`src/rtl/rvq_pkg.sv`:
```
package rvq_pkg;
  // pointer width that stays legal for a single-entry queue
  function automatic int unsigned ptr_w(input int unsigned depth);
    return (depth > 1) ? $clog2(depth) : 1;
  endfunction
endpackage

```
`src/rtl/rvq_ptr.sv`:
```
module rvq_ptr #(
  parameter int unsigned DEPTH = 4,
  parameter int unsigned PW    = 2
) (
  input  logic          clk_i,
  input  logic          rst_ni,
  input  logic          clr_i,
  input  logic          adv_i,
  output logic [PW-1:0] ptr_o
);
  localparam logic [PW-1:0] LAST = PW'(DEPTH - 1);

  always_ff @(posedge clk_i or negedge rst_ni) begin
    if (!rst_ni)      ptr_o <= '0;
    else if (clr_i)   ptr_o <= '0;
    else if (adv_i)   ptr_o <= (ptr_o == LAST) ? '0 : ptr_o + 1'b1;
  end

  assert_ptr_range_R11: assert property (@(posedge clk_i) disable iff (!rst_ni)
    ptr_o <= LAST);
endmodule

```
`src/rtl/rvq_store.sv`:
```
module rvq_store #(
  parameter int unsigned WIDTH = 8,
  parameter int unsigned DEPTH = 4,
  parameter int unsigned PW    = 2
) (
  input  logic             clk_i,
  input  logic             rst_ni,
  input  logic             we_i,
  input  logic [PW-1:0]    waddr_i,
  input  logic [WIDTH-1:0] wdata_i,
  input  logic [PW-1:0]    raddr_i,
  output logic [WIDTH-1:0] rdata_o
);
  logic [WIDTH-1:0] ent [DEPTH];

  for (genvar g = 0; g < DEPTH; g++) begin : g_ent
    logic [WIDTH-1:0] ent_q;
    always_ff @(posedge clk_i or negedge rst_ni) begin
      if (!rst_ni)                              ent_q <= '0;
      else if (we_i && waddr_i == PW'(g))       ent_q <= wdata_i;
    end
    assign ent[g] = ent_q;
  end

  assign rdata_o = ent[raddr_i];
endmodule

```
`src/rtl/rvq_occ.sv`:
```
module rvq_occ #(
  parameter int unsigned DEPTH = 4,
  parameter int unsigned CW    = 3
) (
  input  logic          clk_i,
  input  logic          rst_ni,
  input  logic          clr_i,
  input  logic          inc_i,
  input  logic          dec_i,
  output logic [CW-1:0] cnt_o,
  output logic          empty_o,
  output logic          full_o
);
  localparam logic [CW-1:0] TOP = CW'(DEPTH);

  always_ff @(posedge clk_i or negedge rst_ni) begin
    if (!rst_ni)                 cnt_o <= '0;
    else if (clr_i)              cnt_o <= '0;
    else if (inc_i && !dec_i)    cnt_o <= cnt_o + 1'b1;
    else if (dec_i && !inc_i)    cnt_o <= cnt_o - 1'b1;
  end

  assign empty_o = (cnt_o == '0);
  assign full_o  = (cnt_o == TOP);

  assert_no_overflow_R5: assert property (@(posedge clk_i) disable iff (!rst_ni)
    cnt_o <= TOP);
  assert_no_underflow_R5: assert property (@(posedge clk_i) disable iff (!rst_ni)
    (cnt_o == '0 && !clr_i) |=> cnt_o <= CW'(1));
endmodule

```
`src/rtl/rvq_fifo.sv`:
```
module rvq_fifo #(
  parameter int unsigned WIDTH     = 8,
  parameter int unsigned DEPTH     = 4,
  parameter bit          PIPE      = 1'b0,
  parameter bit          FLOW      = 1'b0,
  parameter bit          HAS_FLUSH = 1'b1
) (
  input  logic                       clk_i,
  input  logic                       rst_ni,
  input  logic                       flush_i,
  input  logic                       enq_valid_i,
  output logic                       enq_ready_o,
  input  logic [WIDTH-1:0]           enq_data_i,
  output logic                       deq_valid_o,
  input  logic                       deq_ready_i,
  output logic [WIDTH-1:0]           deq_data_o,
  output logic [$clog2(DEPTH+1)-1:0] count_o
);
  localparam int unsigned PW = rvq_pkg::ptr_w(DEPTH);
  localparam int unsigned CW = $clog2(DEPTH + 1);

  logic          flush_eff, empty, full, bypass;
  logic          enq_fire, deq_fire, wr_en, rd_en;
  logic [PW-1:0] wr_ptr, rd_ptr;
  logic [WIDTH-1:0] rd_data;

  if (HAS_FLUSH) begin : g_flush
    assign flush_eff = flush_i;
  end else begin : g_noflush
    assign flush_eff = 1'b0;
  end

  // flow: empty queue presents the incoming word directly
  assign bypass      = FLOW && empty;
  assign deq_valid_o = !empty || (FLOW && enq_valid_i);
  assign deq_data_o  = bypass ? enq_data_i : rd_data;
  // pipe: full queue may take a word when one leaves
  assign enq_ready_o = !full || (PIPE && deq_ready_i);

  assign enq_fire = enq_valid_i && enq_ready_o;
  assign deq_fire = deq_valid_o && deq_ready_i;
  assign wr_en    = enq_fire && !(bypass && deq_ready_i) && !flush_eff;
  assign rd_en    = deq_fire && !bypass;

  rvq_ptr #(.DEPTH(DEPTH), .PW(PW)) u_wr_ptr (
    .clk_i, .rst_ni, .clr_i(flush_eff), .adv_i(wr_en), .ptr_o(wr_ptr)
  );

  rvq_ptr #(.DEPTH(DEPTH), .PW(PW)) u_rd_ptr (
    .clk_i, .rst_ni, .clr_i(flush_eff), .adv_i(rd_en), .ptr_o(rd_ptr)
  );

  rvq_store #(.WIDTH(WIDTH), .DEPTH(DEPTH), .PW(PW)) u_store (
    .clk_i, .rst_ni, .we_i(wr_en), .waddr_i(wr_ptr), .wdata_i(enq_data_i),
    .raddr_i(rd_ptr), .rdata_o(rd_data)
  );

  rvq_occ #(.DEPTH(DEPTH), .CW(CW)) u_occ (
    .clk_i, .rst_ni, .clr_i(flush_eff), .inc_i(wr_en), .dec_i(rd_en),
    .cnt_o(count_o), .empty_o(empty), .full_o(full)
  );

  assert_flush_clears_R10: assert property (@(posedge clk_i) disable iff (!rst_ni)
    flush_eff |=> (count_o == '0));

  assert_head_stable_R1: assert property (@(posedge clk_i) disable iff (!rst_ni)
    (deq_valid_o && !deq_ready_i && !empty && !flush_eff)
      |=> (deq_valid_o && $stable(deq_data_o)));

  assert_valid_when_held_R4: assert property (@(posedge clk_i) disable iff (!rst_ni)
    (count_o != '0) |-> deq_valid_o);

  if (PIPE) begin : g_pipe_chk
    assert_pipe_accept_R6: assert property (@(posedge clk_i) disable iff (!rst_ni)
      (count_o == CW'(DEPTH) && deq_ready_i) |-> enq_ready_o);
  end

  if (FLOW) begin : g_flow_chk
    assert_bypass_no_store_R9: assert property (@(posedge clk_i) disable iff (!rst_ni)
      (count_o == '0 && enq_valid_i && deq_ready_i && !flush_eff) |=> (count_o == '0));
  end
endmodule

```
`config.mk`:
```
export PLATFORM = sky130hd
export DESIGN_NAME = rvq_fifo
export DESIGN_NICKNAME = d
export VERILOG_FILES = /design/src/rtl/rvq_pkg.sv /design/src/rtl/rvq_ptr.sv /design/src/rtl/rvq_store.sv /design/src/rtl/rvq_occ.sv /design/src/rtl/rvq_fifo.sv
export SDC_FILE = /design/constraint.sdc
export NUM_CORES = 1
export LEC_CHECK = 0
export ABC_AREA = 0
export BUFFER_PORTS_ARGS = -buffer_cell sky130_fd_sc_hd__buf_2
export CAP_MARGIN = 10
export CORE_MARGIN = 2
export CORE_UTILIZATION = 35
export DETAILED_ROUTE_END_ITERATION = 8
export PLACE_DENSITY_LB_ADDON = 0.1
export SLEW_MARGIN = 10
export SYNTH_ARGS = -nofsm -noshare
export SYNTH_HDL_FRONTEND = slang
export SYNTH_SLANG_ARGS = --single-unit
```
`constraint.sdc`:
```
create_clock -name clk_i -period 4.95 [get_ports clk_i]
set_input_delay 0.2475 -clock clk_i [delete_from_list [all_inputs] [get_ports clk_i]]
set_output_delay 0.2475 -clock clk_i [all_outputs]
set_load 0.05 [all_outputs]
```
==> flow_summary.ini <==
[floorplanning]
die_h_um = 78.5
core_sq_mm = 0.00544
ios = 26
start_util = 0.357
rows = 27
die-area_sq_mm = 0.00617
die_x_um = 78.5

[place]
dpl.cell_count = 228
place_congestion = 0.793
place_ws_ps = 2310
numPortBuffers = 25
dpl.hpwl_um = 2660
dpl-instance-area_sq_mm = 0.00213

[clock_network]
hold_buffers = 0
post_cts_buffers = 0
clock_sinks = 39
tritoncts = done
cts_resized = 0
clk_latency_ps = 290
cts.clk_slew.worst_paths_ps = 80
cts_buffers = 5
cts_root_buffer = clkbuf_8
htree_levels = 2
cts_max_path_buffers = 2

[timing]
slew_viol_final = 0
layout_setup_ws_ps = 2290
setup_viol = 0
finalCritPeriodShare = 0.537
worst_pin_slew_ps = 897
rsz0062_at_grt = false
finalClockSkew_ps = 2.80
hold_viol = 0
relSlewSlack = 0.402
setup_tns_ps = 0
period_needed_ps = 2660
max_freq_mhz = 376

[cells_and_area]
stdcell_area_sq_mm = 0.00224
antenna_cells = 0
layout_common_cells = dfrtp_1, buf_2, mux2_2
final_nets = 181
fillCellCount = 524
final_common_cell = dfrtp_1
syn_to_final_growth_pct = 15.3
drive_above_1_share = 0.482
ff_latch_area_sq_um = 976
multi_input_area_sq_um = 918
stdcell_count = 236

[synth]
ys_top_cells_by_area = dfrtp_1, mux2_2, mux4_2
synthXorXnorAreaFrac = 0.0180
synth_cell_types = 36
synth_warnings = 0
syn_area_per_cell_sq_um = 14.2
synth_top_family_by_area = multiplexers
ys_seq_elements = 39
synth_area_sq_mm = 0.00194
synth.yosys.seq_area_share = 0.502
yosys.area.top_type = dfrtp_1
syn_nets = 155
synth-simple-area-share = 0.0753
synth_edf_count = 0
synth_top_area_frac = 0.502
muxShareOfSynthArea = 0.293
synth_compound_area_frac = 0.0495
yosys_most_used_dff = dfrtp_1
syn_inst = 137
synthArstFlopShare = 1.00
synth_adder_area_share = 0.0360

[hold_path]
hold_class = in2async

[outcome]
outcome = complete, no violations

[drt]
vias_per_cell = 5.14
drc = 0
vias = 1213
drt-initial-drc-count = 60
routed_wl_um = 3920
antenna_left = 0
wl_per_cell_um = 16.6
drtPass1Iterations = 4

[power]
p_per_area_mw_per_mm2 = 649
power_leakage_nw = 1.02
vdd_drop_max_v = 0.000221

[setup_path]
reg2reg_from = u_occ.cnt_o[2]
critPathMaxFanout = 9
end_kind = flip-flop
cp-start-kind = flip-flop
required_ps = 5140
timing.critical_path.from = u_occ.cnt_o[2]
worstSetupPathType = reg2reg
rr_worst_depth = 7
worstPathArrival_ps = 2840

[grt]
grt_pass1_wl_um = 6480
gr-total-overflow = 0
track_usage = 0.141
grt_pass1_vias = 1223
antenna_found_initial = 0
grt_max_degree = 40

[run]
maxCapViolCount = 0
## metal layers
layer,wire length [um],GRT usage,share of wire,up-vias
met5,0,0,0,-
met4,46,0.0474,0.012,0
met3,143,0.0402,0.036,5
met2,1940,0.221,0.49,25
met1,1800,0.187,0.46,632
li1,-,-,-,551
## sequential cells by signal, summed over array words and instances, names as in the netlist
| name | count |
|---|---|
| u_store.g_ent.ent_q | 32 |
| u_rd_ptr.ptr_o | 2 |
| u_occ.cnt_o | 3 |
| u_wr_ptr.ptr_o | 2 |
## path summary, 6_finish.rpt
path                                             end  slack, ps
setup / recovery                      u_occ.cnt_o[1]       2290
hold / removal             u_store.g_ent[0].ent_q[3]         80
setup reg to reg                      u_occ.cnt_o[1]       2290
hold reg to reg            u_store.g_ent[1].ent_q[3]        490
max in group asynchronous  u_store.g_ent[1].ent_q[4]       4310
min in group clk_i         u_store.g_ent[1].ent_q[3]        210
## where the power goes
part | leakage [nW] | switching, mW | internal [mW]
clock network | 0.0581 | 0.116 | 0.150
registers | 0.495 | 0.0914 | 0.449
logic | 0.463 | 0.369 | 0.279
total | 1.02 | 0.577 | 0.878
## Yosys cell counts, types with 2 or more instances
master    count
dfrtp_1      39
mux2_4        8
xor2_1        3
a31oi_1       2
mux4_2        8
inv_1         5
nor2_1        6
nand3_1       3
ha_1          4
mux2_2       23
o21ai_0       4
clkbuf_1      3
nand2_1       3
nor2b_1       2
nand2_2       3
## kinds of logic (layout without fill, tap and decap cells)
logic type	Yosys count	count (layout)
multiplexers	40	40
flip-flops	39	39
AND/OR/NAND/NOR	24	24
AO/OA/AOI/OAI	14	14
buffers and inverters	11	38
adder cells (fa/ha/maj)	5	5
XOR/XNOR	4	4
## layout make-up
cell class | count | area share
Sequential cell | 39 | 0.436
Multi-Input combinational cell | 87 | 0.410
Timing Repair Buffer | 25 | 0.0558
Tap cell | 72 | 0.0402
Clock buffer | 5 | 0.0307
Clock inverter | 3 | 0.0195
Inverter | 5 | 0.00838
## through the flow
step / util / hold WS (ps) / total power [mW]
floorplan: - / -48.1 / 1.06
global placement: 0.391 / 409 / 1.18
detailed placement: 0.391 / 422 / 1.20
CTS: 0.412 / 99.2 / 1.48
global route: 0.412 / 136 / 1.54
finish: 0.412 / 76.7 / 1.45
## critical path: stages (launching register included)
cell,delay [ps]
dfrtp_1,450
or3b_4,290
nor3b_4,280
a21boi_0,260
fa_1,470
a31o_2,230
a221o_1,260
a221oi_1,310
(Power assumes the default switching activity.)
